--- config.mk ---
export PLATFORM = sky130hd
export DESIGN_NAME = trig_fire
export DESIGN_NICKNAME = d
export VERILOG_FILES = /design/src/rtl/trig_pkg.sv /design/src/rtl/trig_chain.sv /design/src/rtl/trig_arb.sv /design/src/rtl/trig_fire.sv
export SDC_FILE = /design/constraint.sdc
export NUM_CORES = 1
export LEC_CHECK = 0
export BUFFER_PORTS_ARGS = -buffer_cell sky130_fd_sc_hd__buf_2
export CAP_MARGIN = 20
export CORE_UTILIZATION = 55
export CTS_BUF_LIST = sky130_fd_sc_hd__clkbuf_16
export CTS_CLUSTER_SIZE = 28
export DETAILED_ROUTE_END_ITERATION = 6
export PLACE_DENSITY = 0.79
export SKIP_CTS_REPAIR_TIMING = 1
export SLEW_MARGIN = 40
export SYNTH_ARGS = -nofsm -noshare
export SYNTH_HDL_FRONTEND = slang
export SYNTH_SLANG_ARGS = --single-unit
--- constraint.sdc ---
create_clock -name clk -period 7.35 [get_ports clk]
set_clock_uncertainty 0.2 [all_clocks]
set_input_delay 0.735 -clock clk [delete_from_list [all_inputs] [get_ports clk]]
set_output_delay 0.735 -clock clk [all_outputs]
set_load 0.1 [all_outputs]
--- src/rtl/trig_pkg.sv ---
package trig_pkg;
    localparam int CLS_W   = 3;
    localparam int NUM_CLS = 7;
    typedef logic [CLS_W-1:0] cls_t;

    // class codes, strongest first; order is behaviour
    localparam cls_t CLS_EVT_CNT_IRQ = 3'd0;
    localparam cls_t CLS_AFTER_PREV  = 3'd1;
    localparam cls_t CLS_EXEC_ADDR   = 3'd2;
    localparam cls_t CLS_EXEC_DATA   = 3'd3;
    localparam cls_t CLS_LDST_ADDR   = 3'd4;
    localparam cls_t CLS_ST_DATA     = 3'd5;
    localparam cls_t CLS_LD_DATA     = 3'd6;
    localparam cls_t CLS_NONE        = 3'd7;

    localparam logic ACT_BRK = 1'b0;
    localparam logic ACT_DBG = 1'b1;

    localparam logic [1:0] PRIV_MACH = 2'b11;
endpackage

--- src/rtl/trig_chain.sv ---
module trig_chain
    import trig_pkg::*;
#(
    parameter int N_TRIG = 4
) (
    input  logic [N_TRIG-1:0]            match_i,
    input  logic [N_TRIG-1:0]            link_i,
    input  logic [N_TRIG-1:0]            act_i,
    input  logic [N_TRIG-1:0][CLS_W-1:0] cls_i,
    output logic [N_TRIG-1:0]            grp_match_o,
    output logic [N_TRIG-1:0]            grp_act_o,
    output logic [N_TRIG-1:0][CLS_W-1:0] grp_cls_o
);
    // Backward pass folds each trigger with everything up to the chain tail,
    // forward pass copies the head's result onto every member.
    always_comb begin
        logic [N_TRIG-1:0]            linked;
        logic [N_TRIG-1:0]            all_b;
        logic [N_TRIG-1:0]            act_b;
        logic [N_TRIG-1:0][CLS_W-1:0] max_b;

        for (int i = 0; i < N_TRIG; i++) begin
            linked[i] = (i < N_TRIG - 1) ? link_i[i] : 1'b0;
        end

        all_b[N_TRIG-1] = match_i[N_TRIG-1];
        act_b[N_TRIG-1] = act_i[N_TRIG-1];
        max_b[N_TRIG-1] = cls_i[N_TRIG-1];
        for (int i = N_TRIG - 2; i >= 0; i--) begin
            if (linked[i]) begin
                all_b[i] = match_i[i] & all_b[i+1];
                act_b[i] = act_b[i+1];
                max_b[i] = (cls_i[i] > max_b[i+1]) ? cls_i[i] : max_b[i+1];
            end else begin
                all_b[i] = match_i[i];
                act_b[i] = act_i[i];
                max_b[i] = cls_i[i];
            end
        end

        grp_match_o[0] = all_b[0];
        grp_act_o[0]   = act_b[0];
        grp_cls_o[0]   = max_b[0];
        for (int i = 1; i < N_TRIG; i++) begin
            if (linked[i-1]) begin
                grp_match_o[i] = grp_match_o[i-1];
                grp_act_o[i]   = grp_act_o[i-1];
                grp_cls_o[i]   = grp_cls_o[i-1];
            end else begin
                grp_match_o[i] = all_b[i];
                grp_act_o[i]   = act_b[i];
                grp_cls_o[i]   = max_b[i];
            end
        end
    end
endmodule

--- src/rtl/trig_arb.sv ---
module trig_arb
    import trig_pkg::*;
#(
    parameter int N_TRIG = 4
) (
    input  logic [N_TRIG-1:0]            elig_i,
    input  logic [N_TRIG-1:0][CLS_W-1:0] cls_i,
    output logic [N_TRIG-1:0]            win_o
);
    logic [NUM_CLS-1:0] present;
    cls_t               best;
    logic               any;

    for (genvar c = 0; c < NUM_CLS; c++) begin : g_cls
        always_comb begin
            present[c] = 1'b0;
            for (int k = 0; k < N_TRIG; k++) begin
                if (elig_i[k] && (cls_i[k] == cls_t'(c))) present[c] = 1'b1;
            end
        end
    end

    always_comb begin
        best = CLS_NONE;
        any  = 1'b0;
        for (int c = NUM_CLS - 1; c >= 0; c--) begin
            if (present[c]) begin
                best = cls_t'(c);
                any  = 1'b1;
            end
        end
    end

    for (genvar k = 0; k < N_TRIG; k++) begin : g_win
        assign win_o[k] = any & elig_i[k] & (cls_i[k] == best);
    end
endmodule

--- src/rtl/trig_fire.sv ---
module trig_fire
    import trig_pkg::*;
#(
    parameter int N_TRIG       = 4,
    parameter bit BOTH_ACTIONS = 1'b1,
    parameter bit DEBUG_FIRST  = 1'b1,
    parameter bit MONLY_GATE   = 1'b1
) (
    input  logic                         clk,
    input  logic                         rst_n,
    input  logic [N_TRIG-1:0]            match_i,
    input  logic [N_TRIG-1:0]            link_i,
    input  logic [N_TRIG-1:0]            act_i,
    input  logic [N_TRIG-1:0][CLS_W-1:0] cls_i,
    input  logic [1:0]                   priv_i,
    input  logic                         dbg_mode_i,
    input  logic                         mie_i,
    output logic                         bkpt_o,
    output logic                         dbg_o,
    output logic                         order_o,
    output logic [N_TRIG-1:0]            hit_o
);
    typedef struct packed {
        logic [N_TRIG-1:0] hit;
        logic              bkpt;
        logic              dbg;
        logic              order;
    } fire_t;

    fire_t st_d, st_q;

    logic [N_TRIG-1:0]            grp_match;
    logic [N_TRIG-1:0]            grp_act;
    logic [N_TRIG-1:0][CLS_W-1:0] grp_cls;
    logic [N_TRIG-1:0]            elig;
    logic [N_TRIG-1:0]            win;

    trig_chain #(.N_TRIG(N_TRIG)) u_chain (
        .match_i     (match_i),
        .link_i      (link_i),
        .act_i       (act_i),
        .cls_i       (cls_i),
        .grp_match_o (grp_match),
        .grp_act_o   (grp_act),
        .grp_cls_o   (grp_cls)
    );

    always_comb begin
        logic mgate;
        mgate = MONLY_GATE && (priv_i == PRIV_MACH) && !mie_i;
        for (int k = 0; k < N_TRIG; k++) begin
            elig[k] = grp_match[k] && (grp_cls[k] != CLS_NONE) && !dbg_mode_i
                      && !(mgate && (grp_act[k] == ACT_BRK));
        end
    end

    trig_arb #(.N_TRIG(N_TRIG)) u_arb (
        .elig_i (elig),
        .cls_i  (grp_cls),
        .win_o  (win)
    );

    always_comb begin
        logic brk_any, dbg_any;
        brk_any    = |(win & ~grp_act);
        dbg_any    = |(win & grp_act);
        st_d.hit   = win;
        st_d.dbg   = dbg_any;
        st_d.bkpt  = brk_any && (BOTH_ACTIONS || !dbg_any);
        st_d.order = DEBUG_FIRST && st_d.bkpt && dbg_any;
    end

    always_ff @(posedge clk) begin
        if (!rst_n) st_q <= '0;
        else        st_q <= st_d;
    end

    assign hit_o   = st_q.hit;
    assign bkpt_o  = st_q.bkpt;
    assign dbg_o   = st_q.dbg;
    assign order_o = st_q.order;
endmodule

==> flow_summary.html, run 1 <==
<table>
<tr><th>Metric</th><th>Value</th></tr>
<tr><th colspan="2">Status</th></tr>
<tr><td>Run status</td><td>complete, no violations</td></tr>
<tr><th colspan="2">Yosys</th></tr>
<tr><td>Cell taking the most area after synthesis</td><td>sky130_fd_sc_hd__dfxtp_1</td></tr>
<tr><td>Number of enable-type register cells in the synthesized netlist</td><td>0</td></tr>
<tr><td>Biggest area contributors in the synthesized netlist</td><td>sky130_fd_sc_hd__dfxtp_1 (7.3%), sky130_fd_sc_hd__ha_1 (5.8%), sky130_fd_sc_hd__nand3_1 (3.6%)</td></tr>
<tr><td>Dominant register cell in the synthesized netlist</td><td>sky130_fd_sc_hd__dfxtp_1</td></tr>
<tr><td>Synthesized netlist net count</td><td>303</td></tr>
<tr><td>Area fraction of the dominant cell type after synthesis</td><td>7.28%</td></tr>
<tr><td>Post-synthesis register bit count</td><td>7</td></tr>
<tr><td>Async set-reset flop share out of synthesis</td><td>0%</td></tr>
<tr><td>Number of distinct library cell variants in the gate-level netlist after synthesis</td><td>75</td></tr>
<tr><td>Post-Synthesis Cell Area</td><td>1930 um^2</td></tr>
<tr><td>Syn. warnings</td><td>0</td></tr>
<tr><td>Most repeated cell in the gate-level netlist after synthesis</td><td>sky130_fd_sc_hd__nand2_1</td></tr>
<tr><td>Mapped Avg Cell Area</td><td>7.29 um^2</td></tr>
<tr><td>Synth cell count leaders</td><td>sky130_fd_sc_hd__nand2_1 (18), sky130_fd_sc_hd__inv_1 (17), sky130_fd_sc_hd__nand3_1 (14), sky130_fd_sc_hd__nor2_1 (13), sky130_fd_sc_hd__nor3_1 (13)</td></tr>
<tr><td>Share of the yosys chip area belonging to registers</td><td>7.28%</td></tr>
<tr><td>Gate count of the mapped netlist</td><td>264</td></tr>
<tr><th colspan="2">Drt</th></tr>
<tr><td>Final wirelength</td><td>5.86 mm</td></tr>
<tr><td>Violation count after the first detailed-routing iteration</td><td>203</td></tr>
<tr><td>WL/cell</td><td>17.2 um</td></tr>
<tr><td>Remaining antenna violation count</td><td>0</td></tr>
<tr><td>Total via count after detailed routing</td><td>2353</td></tr>
<tr><td>Average via count per standard cell</td><td>6.90</td></tr>
<tr><td>TritonRoute pass-1 iters</td><td>7</td></tr>
<tr><td>Amount of wire on met2 after detailed routing</td><td>2.76 mm</td></tr>
<tr><td>Remaining design rule violation count</td><td>0</td></tr>
<tr><td>Routed length on met3</td><td>522 um</td></tr>
<tr><td>WL met1</td><td>2.47 mm</td></tr>
<tr><td>Uppermost layer routed</td><td>met4</td></tr>
<tr><th colspan="2">Power</th></tr>
<tr><td>Total power</td><td>0.373 mW</td></tr>
<tr><td>Combinational fraction of design power</td><td>64.8%</td></tr>
<tr><td>Leakage dissipation</td><td>0.938 nW</td></tr>
<tr><td>Power density cells</td><td>170 nW/um^2</td></tr>
<tr><td>Sequential share of power</td><td>10.8%</td></tr>
<tr><td>Proportion of power drawn by the clock network</td><td>24.4%</td></tr>
<tr><td>Fraction of power spent switching nets</td><td>47.8%</td></tr>
<tr><td>Power Internal</td><td>0.195 mW</td></tr>
<tr><td>Net switching component of the power</td><td>0.178 mW</td></tr>
<tr><td>Largest vdd supply drop</td><td>0.000106 V</td></tr>
<tr><th colspan="2">Global routing</th></tr>
<tr><td>First-pass GRT wire length</td><td>9.13 mm</td></tr>
<tr><td>Maximum number of pins on one net before global-route repair</td><td>14</td></tr>
<tr><td>Initial antenna violation count</td><td>0</td></tr>
<tr><td>GRT Total Usage</td><td>32.0%</td></tr>
<tr><td>Number of global-route vias before repair</td><td>2055</td></tr>
<tr><td>Aggregate global routing overflow</td><td>0</td></tr>
<tr><th colspan="2">Worst hold path</th></tr>
<tr><td>Hold/Removal Path Class</td><td>in -&gt; reg</td></tr>
<tr><td>Capture endpoint of the worst hold path</td><td>hit_o[3]</td></tr>
<tr><td>HP Start</td><td>rst_n</td></tr>
<tr><td>Hold path cells</td><td>2</td></tr>
<tr><th colspan="2">Floorplan</th></tr>
<tr><td>Row cnt</td><td>21</td></tr>
<tr><td>Total Die Area</td><td>3740 um^2</td></tr>
<tr><td>Core Region</td><td>3340 um^2</td></tr>
<tr><td>Starting density of the core</td><td>57.7%</td></tr>
<tr><td>Die span in x</td><td>61.2 um</td></tr>
<tr><td>I/O pin total</td><td>37</td></tr>
<tr><td>Die outline height</td><td>61.2 um</td></tr>
<tr><th colspan="2">STA</th></tr>
<tr><td>Actual slew at the worst max-slew pin</td><td>0.676 ns</td></tr>
<tr><td>Period utilisation layout</td><td>93.9%</td></tr>
<tr><td>Rel. slew slack</td><td>54.6%</td></tr>
<tr><td>Final sum of negative setup slack</td><td>0 ns</td></tr>
<tr><td>Final critical path time including I/O delays and setup</td><td>6.90 ns</td></tr>
<tr><td>Max frequency</td><td>0.145 GHz</td></tr>
<tr><td>Hold Slack</td><td>0.604 ns</td></tr>
<tr><td>Number of hold-slack violations in the final timing report</td><td>0</td></tr>
<tr><td>Setup repair after global routing missed its margin</td><td>false</td></tr>
<tr><td>Max-slew violation count</td><td>0</td></tr>
<tr><td>Setup Viol. Count Final</td><td>0</td></tr>
<tr><th colspan="2">Layout</th></tr>
<tr><td>Area Overhead vs Synth</td><td>14.1%</td></tr>
<tr><td>Area occupied by multi-input gates</td><td>1670 um^2</td></tr>
<tr><td>Antenna diode instance count</td><td>0</td></tr>
<tr><td>Final-stage net count</td><td>335</td></tr>
<tr><td>Final standard cell utilization of the core</td><td>65.8%</td></tr>
<tr><td>Finished Layout Cells</td><td>341</td></tr>
<tr><td>Layout cell share with drive strength beyond 1</td><td>20.0%</td></tr>
<tr><td>Number of filler cells placed in the layout</td><td>301</td></tr>
<tr><td>Register Area</td><td>140 um^2</td></tr>
<tr><th colspan="2">Place</th></tr>
<tr><td>Input/output buffers</td><td>35</td></tr>
<tr><td>Post-detailed-placement half-perimeter wirelength</td><td>4.62 mm</td></tr>
<tr><td>Dpl cells</td><td>337</td></tr>
<tr><td>Placer's final routability congestion estimate</td><td>0.941</td></tr>
<tr><th colspan="2">Setup path</th></tr>
<tr><td>Category of the critical setup timing path</td><td>in -&gt; reg</td></tr>
<tr><td>CP Data Arrival Time</td><td>6.80 ns</td></tr>
<tr><td>Crit Path Max Fanout</td><td>9</td></tr>
<tr><td>Data required, critical path</td><td>7.25 ns</td></tr>
<tr><td>Endpoint class of the critical path</td><td>flop</td></tr>
<tr><td>Startpoint type of the worst setup path</td><td>input pin</td></tr>
<tr><th colspan="2">Clock tree</th></tr>
<tr><td>Number of sinks handled by clock tree synthesis</td><td>7</td></tr>
<tr><td>Number of buffers added by the clock tree synthesis step</td><td>3</td></tr>
<tr><td>CTS clk-pin slew, worst paths</td><td>0.04 ns</td></tr>
<tr><td>Maximum level of the CTS H-tree</td><td>1</td></tr>
<tr><td>Root buf cell</td><td>sky130_fd_sc_hd__clkbuf_16</td></tr>
<tr><td>TritonCTS clock tree</td><td>done</td></tr>
<tr><td>Maximum clock path buffer count</td><td>2</td></tr>
<tr><th colspan="2">Run</th></tr>
<tr><td>Max-cap check violation count</td><td>0</td></tr>
</table>
[critical path: stages]
cell and delay, ns:
sky130_fd_sc_hd__buf_2 0.13, sky130_fd_sc_hd__inv_1 0.05, sky130_fd_sc_hd__ha_1 0.31, sky130_fd_sc_hd__nor2b_4 0.15
sky130_fd_sc_hd__o311a_4 0.33, sky130_fd_sc_hd__o22ai_4 0.31, sky130_fd_sc_hd__inv_2 0.09, sky130_fd_sc_hd__ha_1 0.31
sky130_fd_sc_hd__and3b_1 0.25, sky130_fd_sc_hd__nor3_1 0.36, sky130_fd_sc_hd__nand3_1 0.23, sky130_fd_sc_hd__nand2_1 0.12
sky130_fd_sc_hd__ha_1 0.25, sky130_fd_sc_hd__nor2_1 0.27, sky130_fd_sc_hd__a211o_1 0.35, sky130_fd_sc_hd__nor3_1 0.12
sky130_fd_sc_hd__a211o_2 0.42, sky130_fd_sc_hd__a211oi_2 0.46, sky130_fd_sc_hd__nand2_1 0.09, sky130_fd_sc_hd__o221ai_1 0.26
sky130_fd_sc_hd__o21ai_0 0.16, sky130_fd_sc_hd__o21a_1 0.27, sky130_fd_sc_hd__o2111a_1 0.33, sky130_fd_sc_hd__a211oi_1 0.32
sky130_fd_sc_hd__a22oi_1 0.11
[sequential cells by signal, indices dropped and copies added, names as in the netlist]
| signal | flops |
|---|---|
| order_o | 1 |
| dbg_o | 1 |
| hit_o | 4 |
| bkpt_o | 1 |
[power groups by stage]
stage | registers (mW) | clock network, mW | logic [mW]
floorplan | 0.0543 | 0 | 0.171
detailed placement | 0.0410 | 0 | 0.235
CTS | 0.0405 | 0.0911 | 0.237
finish | 0.0404 | 0.0908 | 0.242
global route | 0.0406 | 0.0942 | 0.262
global placement | 0.0409 | 0 | 0.233
[metal layers]
| layer | up-vias | GRT usage [%] |
|---|---|---|
| li1 | 1125 | - |
| met1 | 1068 | 44.2 |
| met2 | 148 | 54.5 |
| met3 | 12 | 1.47 |
| met4 | 0 | 8.12 |
| met5 | - | 0 |
[per-stage QoR]
stage,area (um^2),worst slack [ns]
global placement,2120,0.385
global route,2200,0.0488
CTS,2200,0.586
floorplan,1930,1.25
detailed placement,2120,0.369
finish,2200,0.448
[placed cells by master (no fill, tap or decap), types with 4 or more instances in the layout]
master,synthesis,routed
sky130_fd_sc_hd__ha_1,9,9
sky130_fd_sc_hd__nor3_1,13,13
sky130_fd_sc_hd__o211ai_1,7,7
sky130_fd_sc_hd__o31ai_1,5,5
sky130_fd_sc_hd__nand2b_1,5,5
sky130_fd_sc_hd__nand2_1,18,18
sky130_fd_sc_hd__and3_1,4,4
sky130_fd_sc_hd__o21ai_0,10,10
sky130_fd_sc_hd__o211a_1,6,6
sky130_fd_sc_hd__and2_1,5,5
sky130_fd_sc_hd__nor4_1,6,6
sky130_fd_sc_hd__a211oi_1,9,9
sky130_fd_sc_hd__mux2i_1,4,4
sky130_fd_sc_hd__dfxtp_1,7,7
sky130_fd_sc_hd__nand3_1,14,14
sky130_fd_sc_hd__a211o_1,4,4
sky130_fd_sc_hd__nor2_1,13,13
sky130_fd_sc_hd__nand4_1,6,6
sky130_fd_sc_hd__a21oi_1,10,10
sky130_fd_sc_hd__buf_2,2,35
sky130_fd_sc_hd__inv_1,17,18
[worst max path at each step]
stage | startpoint | slack (ns) | to
floorplan | cls_i[10] | 1.25 | order_o
global placement | cls_i[10] | 0.39 | order_o
detailed placement | cls_i[10] | 0.37 | order_o
CTS | cls_i[10] | 0.59 | order_o
global route | cls_i[10] | 0.05 | order_o
finish | cls_i[10] | 0.45 | order_o
[cell families (layout without fill, tap and decap cells)]
kind of cell	Yosys count	in the layout	share of synthesized area, %
muxes	6	6	3.25
DFF	7	7	7.28
xor gates and xnor gates	3	3	1.36
AOI/OAI and AO/OA	105	105	45.7
adders and majority gates	9	9	5.85
buffers and inverters	29	60	6.17
and+or+nand+nor	105	105	30.4
[final cells by class]
| cell class | count | share of cell area (%) |
|---|---|---|
| Clock inverter | 1 | 0.171 |
| Multi-Input combinational cell | 228 | 75.9 |
| Inverter | 21 | 3.59 |
| Clock buffer | 3 | 3.42 |
| Timing Repair Buffer | 35 | 7.97 |
| Tap cell | 46 | 2.62 |
| Sequential cell | 7 | 6.38 |
Power figures use the tool's default switching activity.
==> run 2, diff against run 1 <==
- CORE_MARGIN: not set -> 2
- SKIP_CTS_REPAIR_TIMING: 1 -> not set
==> flow_summary.html, run 2 (synthesis gave the netlist of run 1 again) <==
<table>
<tr><th>Metric</th><th>Value</th></tr>
<tr><th colspan="2">Global routing</th></tr>
<tr><td>GRT Total Usage</td><td>29.5% (-2.5 points)</td></tr>
<tr><td>Aggregate global routing overflow</td><td>0 (unchanged)</td></tr>
<tr><td>GRT met3 Usage</td><td>5.18% (+3.7 points)</td></tr>
<tr><td>First-pass GRT wire length</td><td>9.80 mm (+7.3%)</td></tr>
<tr><td>Initial antenna violation count</td><td>0 (unchanged)</td></tr>
<tr><td>Met2 capacity usage during global routing</td><td>48.1% (-6.4 points)</td></tr>
<tr><td>Number of global-route vias before repair</td><td>2169 (+5.5%)</td></tr>
<tr><td>Maximum number of pins on one net before global-route repair</td><td>14 (unchanged)</td></tr>
<tr><td>Met1 track demand over resource in global routing</td><td>39.5% (-4.6 points)</td></tr>
<tr><td>GR peak layer</td><td>met2</td></tr>
<tr><th colspan="2">Floorplan</th></tr>
<tr><td>Total Die Area</td><td>3990 um^2 (+6.6%)</td></tr>
<tr><td>I/O pin total</td><td>37 (unchanged)</td></tr>
<tr><td>Die span in x</td><td>63.2 um (+3.3%)</td></tr>
<tr><td>Die outline height</td><td>63.2 um (+3.3%)</td></tr>
<tr><td>Row cnt</td><td>21 (unchanged)</td></tr>
<tr><td>Core Region</td><td>3340 um^2 (unchanged)</td></tr>
<tr><td>Starting density of the core</td><td>57.7% (unchanged)</td></tr>
<tr><th colspan="2">Clock tree</th></tr>
<tr><td>Maximum level of the CTS H-tree</td><td>1 (unchanged)</td></tr>
<tr><td>Hold buffer count at CTS</td><td>0</td></tr>
<tr><td>CTS clk-pin slew, worst paths</td><td>0.04 ns (about the same)</td></tr>
<tr><td>Number of buffers added by the clock tree synthesis step</td><td>3 (unchanged)</td></tr>
<tr><td>Cells resized by post-CTS repair</td><td>0</td></tr>
<tr><td>TritonCTS clock tree</td><td>done</td></tr>
<tr><td>Post-CTS Setup Bufs</td><td>0</td></tr>
<tr><td>Number of sinks handled by clock tree synthesis</td><td>7 (unchanged)</td></tr>
<tr><td>Root buf cell</td><td>sky130_fd_sc_hd__clkbuf_16</td></tr>
<tr><td>Maximum clock path buffer count</td><td>2 (unchanged)</td></tr>
<tr><th colspan="2">Setup path</th></tr>
<tr><td>CP Data Arrival Time</td><td>6.76 ns (-0.04 ns)</td></tr>
<tr><td>Startpoint type of the worst setup path</td><td>input pin</td></tr>
<tr><td>Crit Path Max Fanout</td><td>9 (unchanged)</td></tr>
<tr><td>Data required, critical path</td><td>7.25 ns (about the same)</td></tr>
<tr><td>Endpoint class of the critical path</td><td>flop</td></tr>
<tr><td>Category of the critical setup timing path</td><td>in -&gt; reg</td></tr>
<tr><th colspan="2">Worst hold path</th></tr>
<tr><td>Hold path cells</td><td>2 (unchanged)</td></tr>
<tr><td>HP Start</td><td>rst_n</td></tr>
<tr><td>Capture endpoint of the worst hold path</td><td>hit_o[2]</td></tr>
<tr><td>Hold/Removal Path Class</td><td>in -&gt; reg</td></tr>
<tr><th colspan="2">Power</th></tr>
<tr><td>Largest vdd supply drop</td><td>0.0000922 V (-13%)</td></tr>
<tr><td>Leakage dissipation</td><td>0.938 nW (unchanged)</td></tr>
<tr><td>Power density cells</td><td>169 nW/um^2 (-0.26%)</td></tr>
<tr><td>Total power</td><td>0.372 mW (-0.26%)</td></tr>
<tr><th colspan="2">Drt</th></tr>
<tr><td>Final wirelength</td><td>5.77 mm (-1.7%)</td></tr>
<tr><td>Violation count after the first detailed-routing iteration</td><td>153 (-25%)</td></tr>
<tr><td>Remaining design rule violation count</td><td>0 (unchanged)</td></tr>
<tr><td>Remaining antenna violation count</td><td>0 (unchanged)</td></tr>
<tr><td>Total via count after detailed routing</td><td>2284 (-2.9%)</td></tr>
<tr><td>TritonRoute pass-1 iters</td><td>4 (-3)</td></tr>
<tr><td>Average via count per standard cell</td><td>6.70 (-2.9%)</td></tr>
<tr><td>WL/cell</td><td>16.9 um (-1.7%)</td></tr>
<tr><th colspan="2">Status</th></tr>
<tr><td>Run status</td><td>complete, no violations</td></tr>
<tr><th colspan="2">STA</th></tr>
<tr><td>Final sum of negative setup slack</td><td>0 ns (unchanged)</td></tr>
<tr><td>Number of hold-slack violations in the final timing report</td><td>0 (unchanged)</td></tr>
<tr><td>Rel. slew slack</td><td>52.1% (-2.5 points)</td></tr>
<tr><td>Max-slew violation count</td><td>0 (unchanged)</td></tr>
<tr><td>Max frequency</td><td>0.146 GHz (+0.62%)</td></tr>
<tr><td>Actual slew at the worst max-slew pin</td><td>0.713 ns (+0.0372 ns)</td></tr>
<tr><td>Final critical path time including I/O delays and setup</td><td>6.86 ns (-0.0424 ns)</td></tr>
<tr><td>Setup Viol. Count Final</td><td>0 (unchanged)</td></tr>
<tr><td>Period utilisation layout</td><td>93.3% (-0.58 points)</td></tr>
<tr><td>Setup repair after global routing missed its margin</td><td>false</td></tr>
<tr><th colspan="2">Layout</th></tr>
<tr><td>Area Overhead vs Synth</td><td>14.1% (unchanged)</td></tr>
<tr><td>Number of flip-flops in the largest register</td><td>4 (unchanged)</td></tr>
<tr><td>Final-stage net count</td><td>335 (unchanged)</td></tr>
<tr><td>Number of filler cells placed in the layout</td><td>296 (-1.7%)</td></tr>
<tr><td>Highest-count cells in the layout ignoring fill and taps</td><td>sky130_fd_sc_hd__buf_2 (35), sky130_fd_sc_hd__nand2_1 (18), sky130_fd_sc_hd__inv_1 (18)</td></tr>
<tr><td>Most frequent standard cell in the layout excluding fill and tap cells</td><td>sky130_fd_sc_hd__buf_2</td></tr>
<tr><td>Layout cell share with drive strength beyond 1</td><td>20.0% (unchanged)</td></tr>
<tr><td>Antenna diode instance count</td><td>0 (unchanged)</td></tr>
<tr><th colspan="2">Place</th></tr>
<tr><td>Placer's final routability congestion estimate</td><td>0.927 (-1.5%)</td></tr>
<tr><td>Post-detailed-placement half-perimeter wirelength</td><td>4.58 mm (-0.84%)</td></tr>
<tr><td>Input/output buffers</td><td>35 (unchanged)</td></tr>
<tr><th colspan="2">Run</th></tr>
<tr><td>Max-cap check violation count</td><td>0 (unchanged)</td></tr>
</table>
## run 2: report_power, final
group	switching [mW]	leakage (nW)	internal [mW]
Combinational	0.158	0.839	0.0837
Clock	0.0190	0.0423	0.0706
Sequential	0.000377	0.0566	0.0400
## run 2: through the flow
step	util, %	setup WS, ns	area, um^2	instances	hold WS, ns
after floorplan	-	1.25	1930	264	0.657
after global placement	63.5	0.444	2120	337	0.816
after detailed placement	63.5	0.324	2120	337	0.821
after CTS	65.8	0.550	2200	341	0.588
after global routing	65.8	0.0738	2200	341	0.607
final	65.8	0.490	2200	341	0.589
## run 2: how the worst max path moves through the flow
stage	from	end	slack [ns]	depth (start not counted)
3_5_place_dp	cls_i[10]	order_o	0.32	25
3_3_place_gp	cls_i[10]	order_o	0.44	24
6_report	cls_i[10]	order_o	0.49	24
2_1_floorplan	cls_i[10]	order_o	1.25	24
5_1_grt	cls_i[10]	order_o	0.07	24
4_1_cts	cls_i[10]	order_o	0.55	25
## run 2: worst max-delay path, stage by stage
cell	delay, ns
sky130_fd_sc_hd__buf_2	0.13
sky130_fd_sc_hd__inv_1	0.06
sky130_fd_sc_hd__ha_1	0.31
sky130_fd_sc_hd__nor2b_4	0.16
sky130_fd_sc_hd__o311a_4	0.33
sky130_fd_sc_hd__o22ai_4	0.30
sky130_fd_sc_hd__inv_2	0.09
sky130_fd_sc_hd__ha_1	0.30
sky130_fd_sc_hd__and3b_1	0.24
sky130_fd_sc_hd__o311ai_2	0.36
sky130_fd_sc_hd__o21ai_0	0.17
sky130_fd_sc_hd__ha_1	0.33
sky130_fd_sc_hd__nand2b_1	0.13
sky130_fd_sc_hd__a211oi_1	0.52
sky130_fd_sc_hd__a21oi_1	0.18
sky130_fd_sc_hd__a211o_2	0.46
sky130_fd_sc_hd__a211oi_2	0.45
sky130_fd_sc_hd__nand2_1	0.09
sky130_fd_sc_hd__o221ai_1	0.24
sky130_fd_sc_hd__o21ai_0	0.15
sky130_fd_sc_hd__o21a_1	0.27
sky130_fd_sc_hd__o2111a_1	0.32
sky130_fd_sc_hd__a211oi_1	0.32
sky130_fd_sc_hd__a22oi_1	0.11
## run 2: metal layers
layer | routed length, um | up-vias
met2 | 2640 | 94
met3 | 411 | 8
li1 | - | 1133
met5 | 0 | -
met1 | 2650 | 1049
met4 | 58 | 0
## run 2: cell type report
| class | instances | area [um^2] | area share (%) |
|---|---|---|---|
| clock buffer | 3 | 75.1 | 3.42 |
| sequential | 7 | 140 | 6.38 |
| inverter | 21 | 78.8 | 3.59 |
| timing repair buffer | 35 | 175 | 7.97 |
| tap | 46 | 57.6 | 2.62 |
| multi-input combinational | 228 | 1670 | 75.9 |
| clock inverter | 1 | 3.75 | 0.171 |
